<file path="src/rtl/tdc_hit_arbiter.sv">
module tdc_hit_arbiter #(
  parameter int NPIX = 5,
  parameter int NTAP = 32,
  parameter int CW   = 32,
  localparam int PW  = (NPIX > 1) ? $clog2(NPIX) : 1,
  localparam int FW  = $clog2(NTAP)
) (
  input  logic            clk,
  input  logic            rst_n,
  input  logic [NPIX-1:0] tot_in,
  input  logic [NTAP-1:0] taps,
  input  logic            rec_ready,
  output logic            busy,
  output logic            rec_valid,
  output logic [PW-1:0]   rec_pixel,
  output logic [CW-1:0]   rec_rise_coarse,
  output logic [FW-1:0]   rec_rise_fine,
  output logic [CW-1:0]   rec_fall_coarse,
  output logic [FW-1:0]   rec_fall_fine
);

  typedef enum logic [1:0] {S_IDLE, S_HIGH, S_DONE} st_t;

  st_t             st;
  logic [CW-1:0]   coarse;
  logic [NPIX-1:0] tot_q;
  logic [NPIX-1:0] rises;
  logic [PW-1:0]   winner;
  logic [FW-1:0]   fine_now;

  function automatic logic [FW-1:0] therm_code(input logic [NTAP-1:0] t);
    logic [FW-1:0] r;
    r = '0;
    for (int i = 1; i < NTAP; i++)
      if (t[i] && t[i-1]) r = FW'(i);
    return r;
  endfunction

  assign rises    = tot_in & ~tot_q;
  assign fine_now = therm_code(taps);
  assign busy     = (st != S_IDLE);
  assign rec_valid = (st == S_DONE);

  always_comb begin
    winner = '0;
    for (int p = NPIX - 1; p >= 0; p--)
      if (rises[p]) winner = PW'(p);
  end

  always_ff @(posedge clk or negedge rst_n) begin
    if (!rst_n) begin
      coarse <= '0;
      tot_q  <= '0;
    end else begin
      coarse <= coarse + 1'b1;
      tot_q  <= tot_in;
    end
  end

  always_ff @(posedge clk or negedge rst_n) begin
    if (!rst_n) begin
      st              <= S_IDLE;
      rec_pixel       <= '0;
      rec_rise_coarse <= '0;
      rec_rise_fine   <= '0;
      rec_fall_coarse <= '0;
      rec_fall_fine   <= '0;
    end else begin
      case (st)
        S_IDLE: if (|rises) begin
          st              <= S_HIGH;
          rec_pixel       <= winner;
          rec_rise_coarse <= coarse;
          rec_rise_fine   <= fine_now;
        end
        S_HIGH: if (!tot_in[rec_pixel]) begin
          st              <= S_DONE;
          rec_fall_coarse <= coarse;
          rec_fall_fine   <= fine_now;
        end
        S_DONE: if (rec_ready) st <= S_IDLE;
        default: st <= S_IDLE;
      endcase
    end
  end

endmodule

</file>
<file path="config.mk">
export PLATFORM = sky130hd
export DESIGN_NAME = tdc_hit_arbiter
export DESIGN_NICKNAME = d
export VERILOG_FILES = /design/src/rtl/tdc_hit_arbiter.sv
export SDC_FILE = /design/constraint.sdc
export NUM_CORES = 1
export LEC_CHECK = 0
export CORE_MARGIN = 5
export CORE_UTILIZATION = 45
export DETAILED_ROUTE_END_ITERATION = 10
export GPL_ROUTABILITY_DRIVEN = 0
export MAX_ROUTING_LAYER = met4
export PLACE_DENSITY = 0.84
export SLEW_MARGIN = 20
export SYNTH_ARGS = -nofsm -noshare
export SYNTH_HDL_FRONTEND = slang
export SYNTH_SLANG_ARGS = --single-unit
</file>
<file path="constraint.sdc">
create_clock -name clk -period 3.2 [get_ports clk]
set_clock_uncertainty 0.1 [all_clocks]
set_input_delay 0.96 -clock clk [delete_from_list [all_inputs] [get_ports clk]]
set_output_delay 0.96 -clock clk [all_outputs]
set_load 0.005 [all_outputs]
</file>
==> results.md, run 1 <==
* Status: completed
* GRT Total Usage at between 10% and 20%
* Mean Syn Cell Area at 12.9 um^2
* Comb power frac at 24.8%
* Area grow syn2layout at 38.1%
* Post-layout min period at 2.79 ns
* # rows at 38
* RSZ-0062 raised after global routing: false
* Post-Synthesis Cells at 394
* Routed met2 length at 5820 um
* Fmax at 358 MHz
* Sequential power share at 35.7%
* Commonest non-fill, non-tap cell in the layout: clkdlybuf4s50_1
* Worst-path clk slew at ~0.05 ns
* Skew-Pair Late Insertion Delay at 0.40 ns
* Synth warn at 0
* Total number of vias at roughly 3600
* Gr ovfl total at 0
* Sequential share of the synthesized area at 57.0%
* Initial DRC count at around 160
* Post-Synth Simple-Gate Area at 9.89%
* CTS Buf Count at 17
* DR vias/cell at 5.38
* Adder-cell share of the synthesized area at 0.246%
* Number of port buffers at 118
* Compound-Gate Fraction of Synth Area at 8.30%
* Final Hold Viols at 0
* Clk buf depth at 2
* Worst setup SP type: register
* P_int at 3.58 mW
* Post-Synth XOR/XNOR Area at 5.16%
* Worst Hold Class: reg2reg
* Antenna diode count at 0
* Finished Core Util at between 60 and 70%
* Psw at 1.28 mW
* Leak at 3.26 nW
* Worst Setup End Kind: output port
* CP max FO at 5
* Worst EP required at roughly 2.1 ns
* First-pass DRT Iterations at 4
* Sinks on Clock Net at 116
* Setup violations, final at 0
* WL met1 at 4840 um
* Worst Tran Pin Value at roughly 0.60 ns
* Setup CP Type: reg2out
* Largest net degree at the start of global routing at 73
* Critical path's top delay family: buffers and inverters
* Worst VDD drop at 340 uV
* IO Pins at 119
* H-tree levels at 4
* DR DRC count at 0
* Hold Path Cell Cnt at 2
* Uppermost layer routed: met4
* Most frequent cells in the layout: clkdlybuf4s50_1, dfrtp_1, o21ai_0, mux2_2, nand2_1
* Placed cell areas at 0.00644 mm^2
* Levels on crit path at 3
* WHS at 0.380 ns
* Net Count, Synth at between 400 and 500
* Nets at 566
* Seq cells post-synth at 116
* HPWL Detailed at between 8000 and 9000 um
* Hold buffers post-CTS at 0
* Share of cells above drive strength 1 at 19.2%
* Vias in the first global route at 3870
* Setup TNS at 0 ns
* Worst EP arrival at 1.73 ns
* Cell Area, Synth at between 0.005 and 0.006 mm^2
* Crit-path cells: nor2_1 > inv_1 > clkdlybuf4s50_1
* CTS tree: done
* Power Density at 690 mW/mm^2
* Core area at around 0.011 mm^2
* Root buffer cell: clkbuf_16
* DR WL met3 at about 850 um
* Max Cap Viol at 0
* Die area at 0.0136 mm^2
* Initial Util at between 40 and 50%
* Post-synth cell types at 45
* Final Cycle Share at 87.3%
* Initial antenna violation count at 0
* Largest family of logic cells by synthesized area: multiplexers
* Setup fix buffers added after clock tree synthesis at 0
* Max Slew Vio Count at 0
* Fillers at 838
* Slowest-stage cell, CP: clkdlybuf4s50_1
* Reg2Reg Depth at 5
* Clk pwr share at 39.5%
* Die height at 116 um
* Sw Ratio at 26.3%
* Slew headroom at 60.1%
* First-pass GRT wire length at 19400 um
* Mux cell area share after synthesis at ~17%
* WL/cell at between 15 and 20 um
* Finished Cell Area at 0.00704 mm^2
* Final ANT Viol Nets at 0
* Final wirelength at 11600 um
* Die width at 116 um
* Post-CTS sizing at 0
* Count of buffer and inverter cells on the critical path at 2
* Critical Path Max Stage Delay at 0.47 ns
==> cell families after synthesis <==
logic type,count (synthesis)
flip-flops,116
AND/OR/NAND/NOR,92
multiplexers,67
AO/OA/AOI/OAI,66
XOR/XNOR,30
buffers and inverters,22
adder cells (fa/ha/maj),1
==> per-stage QoR <==
| stage | power (mW) | instances | worst slack (ns) |
|---|---|---|---|
| final | 4.86 | 677 | 0.407 |
| after global routing | 5.08 | 677 | 0.298 |
| after CTS | 4.90 | 677 | 0.389 |
| after detailed placement | 2.97 | 646 | 0.206 |
| after global placement | 2.92 | 646 | 0.268 |
| after floorplan | 2.42 | 394 | 0.715 |
==> path summary, 6_finish.rpt <==
| check | from | end | slack [ns] |
|---|---|---|---|
| max | st[0] | busy | 0.41 |
| min in group asynchronous | rst_n | rec_fall_coarse[26] | 0.47 |
| min reg2reg | rec_rise_fine[0] | rec_rise_fine[0] | 0.38 |
| min | rec_rise_fine[0] | rec_rise_fine[0] | 0.38 |
| max in group asynchronous | rst_n | coarse[1] | 1.75 |
| max reg2reg | coarse[2] | coarse[27] | 1.15 |
==> Yosys cell counts (all sizes together) <==
cell type | count | area share (%)
a211oi | 1 | 0.15
a21o | 1 | 0.15
a21oi | 6 | 0.66
a222oi | 3 | 0.59
a22o | 1 | 0.17
a22oi | 4 | 0.59
a2bb2oi | 1 | 0.17
a31o | 1 | 0.17
a31oi | 4 | 0.49
a32o | 1 | 0.20
and2 | 2 | 0.25
and3 | 4 | 0.49
and4 | 3 | 0.52
and4bb | 1 | 0.25
buf | 7 | 1.3
clkbuf | 3 | 0.22
dfrtp | 116 | 57
ha | 1 | 0.25
inv | 12 | 0.88
mux2 | 63 | 16
mux2i | 3 | 0.59
mux4 | 1 | 0.44
nand2 | 32 | 2.4
nand2b | 4 | 0.49
nand3 | 15 | 1.7
nand3b | 1 | 0.15
nand4 | 10 | 1.2
nor2 | 11 | 0.81
nor2b | 4 | 0.49
nor3 | 2 | 0.20
nor4 | 2 | 0.83
o211ai | 2 | 0.29
o21a | 3 | 0.44
o21ai | 33 | 3.2
o22ai | 1 | 0.12
o31ai | 4 | 0.86
or2 | 1 | 0.12
xnor2 | 23 | 4.0
xor2 | 7 | 1.2
==> state kept, by name (all words and copies together) (netlist names) <==
| signal | count |
|---|---|
| rec_pixel | 3 |
| rec_fall_coarse | 32 |
| coarse | 32 |
| rec_rise_coarse | 32 |
| st | 2 |
| tot_q | 5 |
| rec_rise_fine | 5 |
| rec_fall_fine | 5 |
==> per-layer routing <==
metal,vias to the layer above,GRT usage [%]
li1,1673,-
met1,1821,23.0
met2,136,30.4
met3,13,5.70
met4,0,5.26
met5,-,-
==> worst register-to-register path, stage by stage (launching register included) <==
cell and delay [ns]:
dfrtp_1 0.43, and3_1 0.24, nand4_1 0.27, nor4_4 0.54, nand3_1 0.17, xnor2_1 0.16
==> cell type report <==
class	instances	area [um^2]	area share, %
flip-flops and latches	116	2900	41.2
multi-input cells	256	2070	29.4
repair buffers	122	1250	17.7
clock buffers	20	437	6.20
well taps	140	175	2.49
clock inverters	11	160	2.28
inverters	12	45.0	0.640
==> power groups by stage <==
stage	logic, mW	clock network, mW	registers, mW
final	1.20	1.92	1.74
after global routing	1.30	2.02	1.76
after CTS	1.22	1.94	1.74
after detailed placement	1.21	0	1.75
after global placement	1.18	0	1.75
after floorplan	0.671	0	1.75
Power figures use the tool's default switching activity.
==> run 2, diff against run 1 <==
- RECOVER_POWER: unset -> 50
- SLEW_MARGIN: 20 -> 0
==> run 2 against run 1 <==
Die area unchanged. Largest power group unchanged. Sequential power barely moved. Largest cell class unchanged. Combinational power is essentially flat. Design area shrank 0.82%. Non-clock buffer count unchanged.
==> results.md, run 2 (synthesized netlist as in run 1, its figures left out) <==
* Skew-Pair Late Insertion Delay at 0.40 ns (about the same)
* Die area at 0.0136 mm^2 (unchanged)
* H-tree levels at 4 (unchanged)
* Sinks on Clock Net at 116 (unchanged)
* DR DRC count at 0 (unchanged)
* Gr ovfl total at 0 (unchanged)
* Fillers at 845 (+0.84%)
* Worst-path clk slew at 0.05 ns (about the same)
* Final Cycle Share at 87.1% (-0.19 points)
* Setup violations, final at 0 (unchanged)
* WL/cell at 17.2 um (+0.23%)
* Commonest non-fill, non-tap cell in the layout: dfrtp_1
* Final Hold Viols at 0 (unchanged)
* Initial Util at 46.4% (unchanged)
* Most frequent cells in the layout: dfrtp_1, clkdlybuf4s50_1, o21ai_0, mux2_2, nand2_1
* First-pass GRT wire length at 19400 um (unchanged)
* Max Cap Viol at 0 (unchanged)
* First-pass DRT Iterations at 5 (+1)
* R2r startpoint: coarse[10]
* Worst Hold Class: reg2reg
* HPWL Detailed at 8120 um (unchanged)
* Worst setup path start: st[0]
* Largest net degree at the start of global routing at 73 (unchanged)
* Initial antenna violation count at 0 (unchanged)
* Finished Core Util at 63.6% (-0.52 points)
* # rows at 38 (unchanged)
* Root buffer cell: clkbuf_16
* Worst EP required at 2.14 ns (about the same)
* Post-layout min period at 2.79 ns (-0.00614 ns)
* DR vias/cell at 5.38 (about the same)
* Antenna diode count at 0 (unchanged)
* Worst R2R End: coarse[26]
* Worst EP arrival at 1.73 ns (about the same)
* CP endpoint: busy
* Initial DRC count at 158 (+1.3%)
* Share of cells above drive strength 1 at 18.6% (-0.56 points)
* Setup fix buffers added after clock tree synthesis at 0 (unchanged)
* Final ANT Viol Nets at 0 (unchanged)
* CP max FO at 5 (unchanged)
* Worst VDD drop at 340 uV (about the same)
* Setup TNS at 0 ns (unchanged)
* Area grow syn2layout at 37.0%
* Register Area at 0.00290 mm^2 (unchanged)
* Worst Setup End Kind: output port
* GRT Total Usage at 18.8% (unchanged)
* Largest registers: coarse (32), rec_fall_coarse (32), rec_rise_coarse (32)
* Nets at 566 (unchanged)
* Clk buf depth at 2 (unchanged)
* Vias in the first global route at 3870 (unchanged)
* Max Slew Vio Count at 0 (unchanged)
* Finished Layout Cells at 677 (unchanged)
* Worst Tran Pin Value at 1.18 ns (+0.580 ns)
* WHS at 0.380 ns (+0.000199 ns)
* Status: completed
* Setup CP Type: reg2out
* CTS Buf Count at 17 (unchanged)
* Core area at 0.0110 mm^2 (unchanged)
* Die width at 116 um (unchanged)
* IO Pins at 119 (unchanged)
* Hold buffers post-CTS at 0 (unchanged)
* Placed Cells at 646 (unchanged)
* Final wirelength at 11700 um (+0.23%)
* Fmax at 359 MHz (+0.22%)
* Number of port buffers at 118 (unchanged)
* Min-delay src: rec_rise_fine[0]
* Post-CTS sizing at 0 (unchanged)
* Multi-input logic area at 0.00203 mm^2 (-2.1%)
* Hold Path Cell Cnt at 2 (unchanged)
* CTS tree: done
* Total number of vias at 3642 (-0.027%)
* Worst setup SP type: register
* RSZ-0062 raised after global routing: false
* Power Density at 695 mW/mm^2 (+0.71%)
* Leak at 3.22 nW (-1.2%)
* Slew headroom at 20.7% (-39 points)
* Reg2Reg Depth at 5 (unchanged)
* R2R Setup Slk at 0.63 ns (-0.52 ns)
* Die height at 116 um (unchanged)
==> run 2: cell types whose count changed in the layout (fill, tap and decap cells not counted), sizes merged <==
cell / delta
clkbuf: +2
dlygate4sd3: +5
buf: -2
clkdlybuf4s50: -5
==> run 2: per-stage QoR <==
step | area [um^2] | power (mW) | setup WS (ns)
after global routing | 6980 | 5.08 | 0.213
after detailed placement | 6440 | 2.97 | 0.206
after CTS | 7040 | 4.90 | 0.389
after global placement | 6440 | 2.92 | 0.268
final | 6980 | 4.85 | 0.413
after floorplan | 5100 | 2.42 | 0.715
==> run 2: cell type report <==
class | count | area share, %
flip-flops and latches | 116 | 41.6
well taps | 140 | 2.51
clock buffers | 20 | 6.26
inverters | 12 | 0.645
clock inverters | 11 | 2.29
repair buffers | 122 | 17.6
multi-input cells | 256 | 29.1
==> run 2: worst min-delay path by stage <==
stage / end / slack (ns)
6_report: rec_rise_fine[0] / 0.38
3_3_place_gp: rec_rise_fine[0] / 0.36
4_1_cts: rec_rise_fine[0] / 0.39
5_1_grt: rec_fall_fine[0] / 0.40
2_1_floorplan: coarse[31] / 0.36
3_5_place_dp: rec_fall_fine[4] / 0.37
==> run 2: per-layer routing <==
metal | share of wire (%) | wire (um) | track usage, %
met4 | 0.50 | 58 | 5.26
met2 | 50 | 5880 | 30.4
met5 | 0 | 0 | -
met3 | 7.3 | 853 | 5.70
met1 | 42 | 4860 | 23.0
==> run 2: critical path: stages, from the launching register on <==
cell and delay, ns:
dfrtp_1 0.39, nor2_1 0.35, inv_1 0.12, clkdlybuf4s50_1 0.47
==> run 2: power breakdown <==
| group | internal, mW | total [mW] | switching, mW | leakage, nW |
|---|---|---|---|---|
| clock | 1.29 | 1.92 | 0.626 | 0.289 |
| combinational | 0.655 | 1.20 | 0.545 | 1.40 |
| sequential | 1.63 | 1.74 | 0.105 | 1.53 |
| total | 3.58 | 4.85 | 1.28 | 3.22 |
==> run 3, diff against run 2 <==
- CORE_UTILIZATION: 45 -> 30
- GPL_ROUTABILITY_DRIVEN: 0 -> 1
- PLACE_DENSITY: 0.84 -> 0.64
==> run 3 against run 2 <==
Power increased by 0.37%. Routed wire length is 0.97% higher. Utilization down 21 points. Count of clock-buffer cells in the layout increased by 1. The run now ends with capacitance limit, slew limit left. First-iteration DRC count decreased by 18%. Non-clock buffer count increased by 2. Flip-flop and latch count did not move. Sequential share of layout area is 0.78 points lower. Largest power group unchanged. Register-to-register slack got worse by 0.14 ns. Clock power barely moved. Via count fell by 3.3%.
==> results.md, run 3 (synthesized netlist as in run 1, its figures left out) <==
* Status: finished, violations left
* Failing checks: capacitance limit, slew limit
* Hold Path Cell Cnt at 2 (unchanged)
* Worst setup SP type: register
* # rows at 47 (+24%)
* GRT Total Usage at 12.8% (-6.0 points)
* Largest net degree at the start of global routing at 60 (-18%)
* Die width at 140 um (+21%)
* Post-layout min period at 2.77 ns (-0.0141 ns)
* HPWL Detailed at 8460 um (+4.2%)
* Share of cells above drive strength 1 at 18.9% (+0.30 points)
* WL/cell at 15.5 um (-9.9%)
* RSZ-0062 raised after global routing: false
* Leak at 3.24 nW (+0.60%)
* Largest registers: coarse (32), rec_fall_coarse (32), rec_rise_coarse (32)
* Worst VDD drop at 340 uV (about the same)
* Fillers at 1548 (+83%)
* Final Cycle Share at 86.6% (-0.44 points)
* DR DRC count at 0 (unchanged)
* DR vias/cell at 4.64 (-14%)
* Total number of vias at 3522 (-3.3%)
* Worst-path clk slew at 0.05 ns (about the same)
* First-pass GRT wire length at 19800 um (+2.1%)
* Final Hold Viols at 0 (unchanged)
* Crit-path cells: nor2_1 > inv_1 > clkdlybuf4s50_1
* Max Cap Viol at 1 (+1)
* Worst EP arrival at 1.71 ns (-0.02 ns)
* Area grow syn2layout at 39.6%
* Slew headroom at -19.9% (-41 points)
* Die area at 0.0197 mm^2 (+45%)
* Worst Tran Pin Value at 1.80 ns (+0.621 ns)
* Nets at 568 (+0.35%)
* Count of buffer and inverter cells on the critical path at 2 (unchanged)
* Multi-input logic area at 0.00203 mm^2 (unchanged)
* Hold buffers post-CTS at 0 (unchanged)
* Initial DRC count at 130 (-18%)
* Worst EP required at 2.14 ns (about the same)
* Clk buf depth at 2 (unchanged)
* Gp weighted congestion at 0.866
* Setup violations, final at 0 (unchanged)
* Critical path's top delay family: buffers and inverters
* Antenna diode count at 0 (unchanged)
* CTS Buf Count at 17 (unchanged)
* Finished Cell Area at 0.00711 mm^2 (+1.9%)
* Reg2Reg Depth at 5 (unchanged)
* Setup CP Type: reg2out
* Setup TNS at 0 ns (unchanged)
* Sinks on Clock Net at 116 (unchanged)
* Slowest-stage cell, CP: clkdlybuf4s50_1
* Final wirelength at 11800 um (+0.97%)
* CP max FO at 5 (unchanged)
* Commonest non-fill, non-tap cell in the layout: dfrtp_1
* Number of port buffers at 118 (unchanged)
* Worst Hold Class: reg2reg
* Skew-Pair Late Insertion Delay at 0.41 ns (about the same)
* H-tree levels at 4 (unchanged)
* Most frequent cells in the layout: dfrtp_1, clkdlybuf4s50_1, o21ai_0, mux2_2, nand2_1
* IO Pins at 119 (unchanged)
* Worst Setup End Kind: output port
* Max Slew Vio Count at 34 (+34)
* Core area at 0.0166 mm^2 (+52%)
* Fmax at 361 MHz (+0.51%)
* Initial Util at 30.6% (-16 points)
* Root buffer cell: clkbuf_16
* Register Area at 0.00290 mm^2 (unchanged)
* Levels on crit path at 3 (unchanged)
* Gr ovfl total at 0 (unchanged)
* Vias in the first global route at 3849 (-0.54%)
* Initial antenna violation count at 0 (unchanged)
* First-pass DRT Iterations at 4 (-1)
* CTS tree: done
* Final ANT Viol Nets at 0 (unchanged)
* Critical Path Max Stage Delay at 0.47 ns (about the same)
* Power Density at 684 mW/mm^2 (-1.5%)
* Placed cell areas at 0.00657 mm^2 (+2.0%)
* Die height at 140 um (+21%)
* Setup fix buffers added after clock tree synthesis at 0 (unchanged)
* Post-CTS sizing at 0 (unchanged)
==> run 3: cell count changes in the layout (fill, tap and decap cells not counted), sizes merged <==
cell      before  now
buf            3    6
bufinv         4    3
clkinv         5    6
clkinvlp       2    1
==> run 3: final timing paths <==
kind	endpoint	slack, ns	start
worst max-delay path	busy	0.43	st[0]
worst min-delay path	rec_fall_fine[4]	0.38	rec_fall_fine[4]
worst max register to register	coarse[24]	0.49	coarse[10]
worst min register to register	rec_fall_fine[4]	0.38	rec_fall_fine[4]
max in group asynchronous	rec_rise_coarse[31]	0.89	rst_n
min in group asynchronous	rec_fall_coarse[26]	0.94	rst_n
==> run 3: routing by layer <==
| metal | part of all wire (%) | global-route usage [%] | up-vias |
|---|---|---|---|
| met2 | 46 | 19.7 | 105 |
| met3 | 8.2 | 4.91 | 18 |
| met5 | 0 | - | - |
| met1 | 44 | 15.4 | 1719 |
| li1 | - | - | 1680 |
| met4 | 1.8 | 4.79 | 0 |
==> run 3: cell type report <==
cell class | instances | share of cell area [%]
clock buffer | 21 | 6.47
clock inverter | 10 | 1.85
inverter | 12 | 0.633
multi-input combinational | 256 | 28.5
sequential | 116 | 40.8
tap | 220 | 3.87
timing repair buffer | 124 | 17.9
==> run 3: stage by stage <==
| stage | hold slack [ns] | utilization, % | power, mW | instances | worst slack (ns) |
|---|---|---|---|---|---|
| global route | 0.417 | 42.7 | 5.12 | 759 | 0.253 |
| finish | 0.385 | 42.7 | 4.87 | 759 | 0.428 |
| floorplan | 0.363 | - | 2.42 | 394 | 0.715 |
| detailed placement | 0.373 | 39.5 | 3.01 | 728 | 0.187 |
| CTS | 0.390 | 43.0 | 4.95 | 759 | 0.395 |
| global placement | 0.363 | 39.5 | 2.99 | 728 | 0.221 |
==> run 3: power by group <==
group	switching (mW)	total, mW	internal (mW)
clock	0.653	1.91	1.25
combinational	0.544	1.22	0.680
sequential	0.108	1.74	1.63
total	1.30	4.87	3.56
==> run 3: tightest hold or removal path, cell delays in order (launching register included) <==
cell and delay [ns]:
dfrtp_1 0.35, nand2_1 0.05, o21ai_0 0.06
